File: src/rtl/ssp_pkg.sv
package ssp_pkg;
   typedef enum logic [1:0] {
      ST_IDLE  = 2'd0,
      ST_LOAD  = 2'd1,
      ST_SHIFT = 2'd2
   } ssp_state_e;
endpackage

File: src/rtl/ssp_baud.sv
module ssp_baud #(
   parameter int DIV_W   = 8,
   parameter int DIV_MIN = 1
) (
   input  logic             clk,
   input  logic             rst_n,
   input  logic             run,
   input  logic [DIV_W-1:0] div,
   output logic             tick
);
   localparam logic [DIV_W-1:0] MIN_V = DIV_W'(DIV_MIN);

   generate
      if (DIV_MIN < 1 || DIV_MIN >= (1 << DIV_W)) begin : g_bad_min
         $error("ssp_baud: DIV_MIN out of range");
      end
   endgenerate

   logic [DIV_W-1:0] cnt;
   logic [DIV_W-1:0] lim;

   assign lim  = (div < MIN_V) ? MIN_V : div;
   assign tick = run && (cnt == lim);

   always_ff @(posedge clk or negedge rst_n) begin
      if (!rst_n)          cnt <= '0;
      else if (!run || tick) cnt <= '0;
      else                 cnt <= cnt + DIV_W'(1);
   end


   baud_idle_chk: assert property (@(posedge clk) disable iff (!rst_n)
      !run |=> (cnt == '0));
endmodule

File: src/rtl/ssp_shift.sv
module ssp_shift #(
   parameter int BYTE_W = 8,
   parameter int NB_W   = 4
) (
   input  logic              clk,
   input  logic              rst_n,
   input  logic              msb,
   input  logic              load,
   input  logic [BYTE_W-1:0] tx_data,
   input  logic              fall,
   input  logic              rise,
   input  logic              sdi,
   input  logic              byte_end,
   input  logic [NB_W-1:0]   nbits,
   output logic              sdo,
   output logic [BYTE_W-1:0] rx_data,
   output logic              rx_valid
);
   generate
      if ((1 << NB_W) <= BYTE_W) begin : g_bad_nb
         $error("ssp_shift: NB_W too narrow for BYTE_W");
      end
   endgenerate

   logic [BYTE_W-1:0] tx_sr;
   logic [BYTE_W-1:0] tx_nxt;
   logic [BYTE_W-1:0] rx_sr;
   logic [NB_W-1:0]   shamt;

   assign tx_nxt = msb ? (tx_sr << 1) : (tx_sr >> 1);
   assign shamt  = NB_W'(BYTE_W) - nbits;

   always_ff @(posedge clk or negedge rst_n) begin
      if (!rst_n) begin
         tx_sr <= '0;
         sdo   <= 1'b1;
      end else if (load) begin
         tx_sr <= tx_data;
         sdo   <= msb ? tx_data[BYTE_W-1] : tx_data[0];
      end else if (fall) begin
         tx_sr <= tx_nxt;
         sdo   <= msb ? tx_nxt[BYTE_W-1] : tx_nxt[0];
      end
   end

   always_ff @(posedge clk or negedge rst_n) begin
      if (!rst_n) begin
         rx_sr    <= '0;
         rx_data  <= '0;
         rx_valid <= 1'b0;
      end else begin
         rx_valid <= byte_end;
         if (load)
            rx_sr <= '0;
         else if (rise)
            rx_sr <= msb ? {rx_sr[BYTE_W-2:0], sdi} : {sdi, rx_sr[BYTE_W-1:1]};
         if (byte_end)
            rx_data <= msb ? rx_sr : (rx_sr >> shamt);
      end
   end


   sdo_stable_chk: assert property (@(posedge clk) disable iff (!rst_n)
      !(load || fall) |=> $stable(sdo));

   rx_pulse_chk: assert property (@(posedge clk) disable iff (!rst_n)
      rx_valid |=> !rx_valid);
endmodule

File: src/rtl/ssp_seq.sv
module ssp_seq
   import ssp_pkg::*;
#(
   parameter int BYTE_W = 8,
   parameter int CNT_W  = 8,
   parameter int NB_W   = 4
) (
   input  logic             clk,
   input  logic             rst_n,
   input  logic             start,
   input  logic [CNT_W-1:0] cfg_bits,
   input  logic             cfg_msb,
   input  logic             pause,
   input  logic             tx_valid,
   input  logic             tick,
   output logic             run,
   output logic             sclk,
   output logic             busy,
   output logic             done,
   output logic             tx_ready,
   output logic             load,
   output logic             rise,
   output logic             fall,
   output logic             byte_end,
   output logic [NB_W-1:0]  nbits,
   output logic             msb
);
   localparam int REM_W = CNT_W + 1;

   generate
      if (BYTE_W > (1 << CNT_W)) begin : g_bad_cnt
         $error("ssp_seq: CNT_W too narrow for one byte");
      end
   endgenerate

   ssp_state_e        state;
   logic [REM_W-1:0]  remain;
   logic [REM_W-1:0]  start_len;
   logic [NB_W-1:0]   bcnt;
   logic [NB_W-1:0]   nbits_next;
   logic              last_byte;

   assign start_len  = (cfg_bits == '0) ? {1'b1, {CNT_W{1'b0}}} : {1'b0, cfg_bits};
   assign nbits_next = (remain >= REM_W'(BYTE_W)) ? NB_W'(BYTE_W) : NB_W'(remain);
   assign last_byte  = (remain == REM_W'(nbits));

   assign run      = (state == ST_SHIFT);
   assign busy     = (state != ST_IDLE);
   assign tx_ready = (state == ST_LOAD) && !pause;
   assign load     = tx_ready && tx_valid;
   assign rise     = run && tick && !sclk;
   assign fall     = run && tick && sclk && (bcnt != nbits);
   assign byte_end = run && tick && sclk && (bcnt == nbits);

   always_ff @(posedge clk or negedge rst_n) begin
      if (!rst_n) begin
         state  <= ST_IDLE;
         remain <= '0;
         bcnt   <= '0;
         nbits  <= '0;
         sclk   <= 1'b1;
         msb    <= 1'b1;
         done   <= 1'b0;
      end else begin
         case (state)
            ST_IDLE: if (start) begin
               remain <= start_len;
               msb    <= cfg_msb;
               done   <= 1'b0;
               state  <= ST_LOAD;
            end
            ST_LOAD: if (load) begin
               sclk  <= 1'b0;
               bcnt  <= '0;
               nbits <= nbits_next;
               state <= ST_SHIFT;
            end
            ST_SHIFT: if (tick) begin
               if (!sclk) begin
                  sclk <= 1'b1;
                  bcnt <= bcnt + NB_W'(1);
               end else if (bcnt == nbits) begin
                  remain <= remain - REM_W'(nbits);
                  if (last_byte) begin
                     done  <= 1'b1;
                     state <= ST_IDLE;
                  end else begin
                     state <= ST_LOAD;
                  end
               end else begin
                  sclk <= 1'b0;
               end
            end
            default: state <= ST_IDLE;
         endcase
      end
   end


   pause_hold_chk: assert property (@(posedge clk) disable iff (!rst_n)
      (state == ST_LOAD && pause) |=> (state == ST_LOAD && sclk));

   sclk_idle_chk: assert property (@(posedge clk) disable iff (!rst_n)
      (state != ST_SHIFT) |-> sclk);

   sclk_tick_chk: assert property (@(posedge clk) disable iff (!rst_n)
      (state == ST_SHIFT && !tick) |=> $stable(sclk));

   bit_range_chk: assert property (@(posedge clk) disable iff (!rst_n)
      (state == ST_SHIFT) |-> (bcnt <= nbits && nbits != '0));

   done_idle_chk: assert property (@(posedge clk) disable iff (!rst_n)
      done |-> (state == ST_IDLE));
endmodule

File: src/rtl/ssp_autoxfer.sv
module ssp_autoxfer #(
   parameter int BYTE_W  = 8,
   parameter int CNT_W   = 8,
   parameter int DIV_W   = 8,
   parameter int DIV_MIN = 1
) (
   input  logic              clk,
   input  logic              rst_n,
   input  logic [DIV_W-1:0]  cfg_div,
   input  logic [CNT_W-1:0]  cfg_bits,
   input  logic              cfg_msb_first,
   input  logic              start,
   input  logic              pause,
   input  logic [BYTE_W-1:0] tx_data,
   input  logic              tx_valid,
   output logic              tx_ready,
   output logic [BYTE_W-1:0] rx_data,
   output logic              rx_valid,
   output logic              busy,
   output logic              done,
   output logic              sclk,
   output logic              sdo,
   input  logic              sdi
);
   localparam int NB_W = $clog2(BYTE_W + 1);

   generate
      if (BYTE_W < 2) begin : g_bad_byte
         $error("ssp_autoxfer: BYTE_W must be at least 2");
      end
   endgenerate

   logic            run, tick, load, rise, fall, byte_end, msb;
   logic [NB_W-1:0] nbits;

   ssp_baud #(.DIV_W(DIV_W), .DIV_MIN(DIV_MIN)) u_baud (
      .clk(clk), .rst_n(rst_n), .run(run), .div(cfg_div), .tick(tick)
   );

   ssp_seq #(.BYTE_W(BYTE_W), .CNT_W(CNT_W), .NB_W(NB_W)) u_seq (
      .clk(clk), .rst_n(rst_n), .start(start), .cfg_bits(cfg_bits),
      .cfg_msb(cfg_msb_first), .pause(pause), .tx_valid(tx_valid),
      .tick(tick), .run(run), .sclk(sclk), .busy(busy), .done(done),
      .tx_ready(tx_ready), .load(load), .rise(rise), .fall(fall),
      .byte_end(byte_end), .nbits(nbits), .msb(msb)
   );

   ssp_shift #(.BYTE_W(BYTE_W), .NB_W(NB_W)) u_shift (
      .clk(clk), .rst_n(rst_n), .msb(msb), .load(load), .tx_data(tx_data),
      .fall(fall), .rise(rise), .sdi(sdi), .byte_end(byte_end),
      .nbits(nbits), .sdo(sdo), .rx_data(rx_data), .rx_valid(rx_valid)
   );
endmodule

File: config.mk
export PLATFORM = sky130hd
export DESIGN_NAME = ssp_autoxfer
export DESIGN_NICKNAME = d
export VERILOG_FILES = /design/src/rtl/ssp_pkg.sv /design/src/rtl/ssp_baud.sv /design/src/rtl/ssp_shift.sv /design/src/rtl/ssp_seq.sv /design/src/rtl/ssp_autoxfer.sv
export SDC_FILE = /design/constraint.sdc
export NUM_CORES = 1
export LEC_CHECK = 0
export BUFFER_PORTS_ARGS = -buffer_cell sky130_fd_sc_hd__buf_2
export CAP_MARGIN = 20
export CELL_PAD_IN_SITES_DETAIL_PLACEMENT = 1
export CELL_PAD_IN_SITES_GLOBAL_PLACEMENT = 1
export CORE_MARGIN = 3
export CORE_UTILIZATION = 48
export DETAILED_ROUTE_END_ITERATION = 6
export PLACE_DENSITY = 0.84
export SYNTH_ARGS = -nofsm -noshare
export SYNTH_HDL_FRONTEND = slang
export SYNTH_SLANG_ARGS = --single-unit
File: constraint.sdc
create_clock -name clk -period 6.25 [get_ports clk]
set_input_delay 1.25 -clock clk [delete_from_list [all_inputs] [get_ports clk]]
set_output_delay 1.25 -clock clk [all_outputs]
set_load 0.005 [all_outputs]
==> flow_summary.toml <==
[synthesis]
synthTopCellsByArea = "dfrtp_1 (39%), mux2i_1 (5.7%), nor2_1 (4.7%), mux2_2 (4.4%), a21oi_1 (3.6%)"
ys.flop_type = "dfrtp_1"
async_flop_share = 1.00
netlist_instances = 358
ys_seq_area_frac = 0.418
synth_top_area_frac = 0.394
ys_ff_latch = 56
syn_avg_cell_area_um2 = 9.40
yosysUniqueCellTypes = 48
synthesis.area_um2 = 3360
synth_fp_nets = 397
yosys_warnings = 0
yosysTopAreaCell = "dfrtp_1"
synth_edf_count = 0

[placement]
gp_congestion = 0.826
dp_hpwl_um = 6170
dpl.cell_count = 483
portBuffers = 44

[global_route]
grt_pass1_vias = 2970
grt_overflow = 0
grt_max_degree = 57
grt_pass1_wl_um = 14900
grt_use_met2 = 0.359
grt.total_usage = 0.220
antenna_found_initial = 0
grt_use_met1 = 0.306
grt-busiest-layer = "met2"
gr-usage-met3 = 0.0392

[setup_path]
crit_slowest_cell = "xnor2_1"
r2r-end = "u_shift.rx_data[2]"
r2r_slack_ns = 3.42
worstPathMaxFanout = 14
max_stage_delay_ns = 0.60
worstPathArrival_ns = 3.30
worst-path-buf-inv = 1
cp.required_ns = 6.46
reg2reg_depth = 7
critical_path.top_delay_family = "compound AO/OA/AOI/OAI gates"
critPathCaptureType = "flip-flop"
worstSetupPathType = "input port to flip-flop"
crit_chain = "buf_2, nor4_1, a21oi_1, xnor2_1, o41a_1, mux2_2"
start_kind = "input port"
cp-startpoint = "cfg_div[4]"
crit-reg2reg-launch = "u_seq.nbits[0]"

[clocking]
htree_levels = 2
cts_resized = 0
post-cts-setup-buffers = 0
postCtsHoldBufs = 0
insertion_delay_ns = 0.32
cts_tree = "yes"
cts-root-buf = "clkbuf_8"
cts_buffers = 5
clk_pin_slew_ns = 0.11
clkSinkCount = 56
clockBufferDepth = 2

[sta]
fmax_mhz = 323
finalHoldViolations = 0
fin_setup_tns_ns = 0
slew_headroom = 0.450
period_needed_ns = 3.09
final_max_slew_viol_count = 0
holdWs_ns = 0.513
fin_crit_sh = 0.495
worst_clock_skew_ns = 0.0127
rsz0062_at_grt = "no"
tightest_slew_ns = 0.825
finalSetupViolCount = 0

[die]
num_io_pins = 45
die_area_um2 = 8050
rows = 29
coreArea_um2 = 6570
start_util = 0.512
die-width_um = 89.7
chipHeight_um = 89.7

[cells_and_area]
finalNetCount = 437
layout-drive-gt1-share = 0.208
stdcell_count = 492
diodes = 0
syn2layout_area_growth_pct = 12.8
fillers = 777

[worst_hold_path]
whs_path_depth = 1
hold_path.class = "flip-flop to flip-flop"
min_from = "u_shift.rx_data[1]"
whs_endpoint = "u_shift.rx_data[1]"

[pwr]
p_per_area_nw_per_um2 = 249
ir_worst_vdd_mv = 0.156
p_leak_nw = 1.65

[drt]
vias_per_cell = 5.86
drc = 0
drt_pass1_iterations = 4
routed_wirelength_um = 8540
num_vias = 2882
wire_per_inst_um = 17.4
ant_nets = 0
drt_iter0_drc = 134

[flow_run]
drv_cap = 0

[outcome]
outcome = "completed"
## sequential cells by signal (all words and copies together) (netlist names), 2 cells and up
register and count:
u_seq.remain 9, u_seq.state 2, u_shift.rx_data 8, u_shift.rx_sr 8, u_seq.bcnt 4, u_seq.nbits 4, u_shift.tx_sr 8, u_baud.cnt 8
## layer usage
layer | share of wire | vias to the layer above
met5 | 0 | -
met4 | 0.011 | 0
met3 | 0.033 | 11
met2 | 0.49 | 54
met1 | 0.47 | 1445
li1 | - | 1372
## kinds of logic after synthesis
kind of cell / share of synthesized area
multiplexers: 0.120
buffers and inverters: 0.0301
AND/OR/NAND/NOR: 0.203
flip-flops: 0.418
adder cells (fa/ha/maj): 0.0320
XOR/XNOR: 0.0495
AO/OA/AOI/OAI: 0.148
## area by class of cell
cell class | count | area (µm²) | area share
Timing Repair Buffer | 48 | 270 | 0.0712
Clock buffer | 5 | 68.8 | 0.0181
Sequential cell | 56 | 1410 | 0.370
Tap cell | 93 | 116 | 0.0307
Inverter | 12 | 45.0 | 0.0119
Multi-Input combinational cell | 275 | 1860 | 0.491
Clock inverter | 3 | 25.0 | 0.00659
## how the worst max path moves through the flow
stage | end | cells after the start
6_report | u_seq.remain[3] | 6
2_1_floorplan | u_seq.bcnt[3] | 7
3_3_place_gp | u_seq.remain[3] | 6
3_5_place_dp | u_shift.sdo | 5
5_1_grt | u_seq.remain[3] | 6
4_1_cts | u_shift.sdo | 5
## placed cells by master, fill, tap and decap left out, types with 3 or more instances in the layout
master / synthesis / final
a211o_1: 3 / 3
nand2_1: 32 / 32
nand2b_1: 5 / 5
a211oi_1: 10 / 10
nor2_1: 42 / 42
buf_2: 0 / 44
nor4_1: 6 / 5
buf_4: 0 / 3
nor3b_1: 4 / 4
nor3_1: 13 / 13
mux4_2: 3 / 3
nand3_1: 11 / 11
a21oi_1: 24 / 24
inv_1: 12 / 12
o21ai_1: 4 / 4
mux2i_1: 19 / 19
clkbuf_8: 0 / 5
dfstp_2: 3 / 3
o21ai_0: 16 / 16
mux2_2: 13 / 13
o211ai_1: 6 / 6
nor2b_1: 4 / 4
xor2_1: 10 / 10
ha_1: 7 / 7
xnor2_1: 9 / 9
dfrtp_1: 53 / 53
nand4_1: 3 / 3
o31ai_1: 3 / 3
and3_1: 3 / 3
## power by group
| group | internal [mW] | switching, mW | total, mW |
|---|---|---|---|
| Clock | 0.0822 | 0.135 | 0.217 |
| Combinational | 0.109 | 0.115 | 0.224 |
| Sequential | 0.416 | 0.0856 | 0.502 |
| Total | 0.608 | 0.336 | 0.943 |
## cells in the mapped netlist (2+ instances only)
master and count:
ha_1 7, nor2_1 42, mux2i_1 19, mux2_2 13, nor2b_1 4, a211o_1 3, o211ai_1 6, clkbuf_1 13
dfstp_2 3, o31ai_1 3, nor4_1 6, and3_1 3, xnor2_1 9, and2_1 2, nand2b_1 5, buf_1 2
a22oi_1 2, inv_1 12, o22ai_1 2, o21ai_0 16, nor3_1 13, nor3b_1 4, a211oi_1 10, nand2_1 32
xor2_1 10, a21oi_1 24, nor4_4 2, nand4_1 3, or2_2 2, nand3_1 11, mux4_2 3, o21ai_1 4
dfrtp_1 53
## worst reg2reg max path: stages, from the launching register on
cell and delay, ns:
dfrtp_1 0.77, inv_1 0.14, ha_1 0.24, xor2_1 0.52, mux4_2 0.40, a32oi_1 0.26, o21ai_0 0.13, mux2_2 0.27
## metrics by stage
stage                     cell area [µm²]  power, mW  setup slack [ns]   util
final                                3790      0.943              3.16  0.578
after global routing                 3790       1.01              2.99  0.578
after CTS                            3770      0.949              3.12  0.574
after detailed placement             3670      0.733              2.77  0.559
after global placement               3670      0.719              2.85  0.559
after floorplan                      3360      0.655              3.18      -
(Power assumes the default switching activity.)
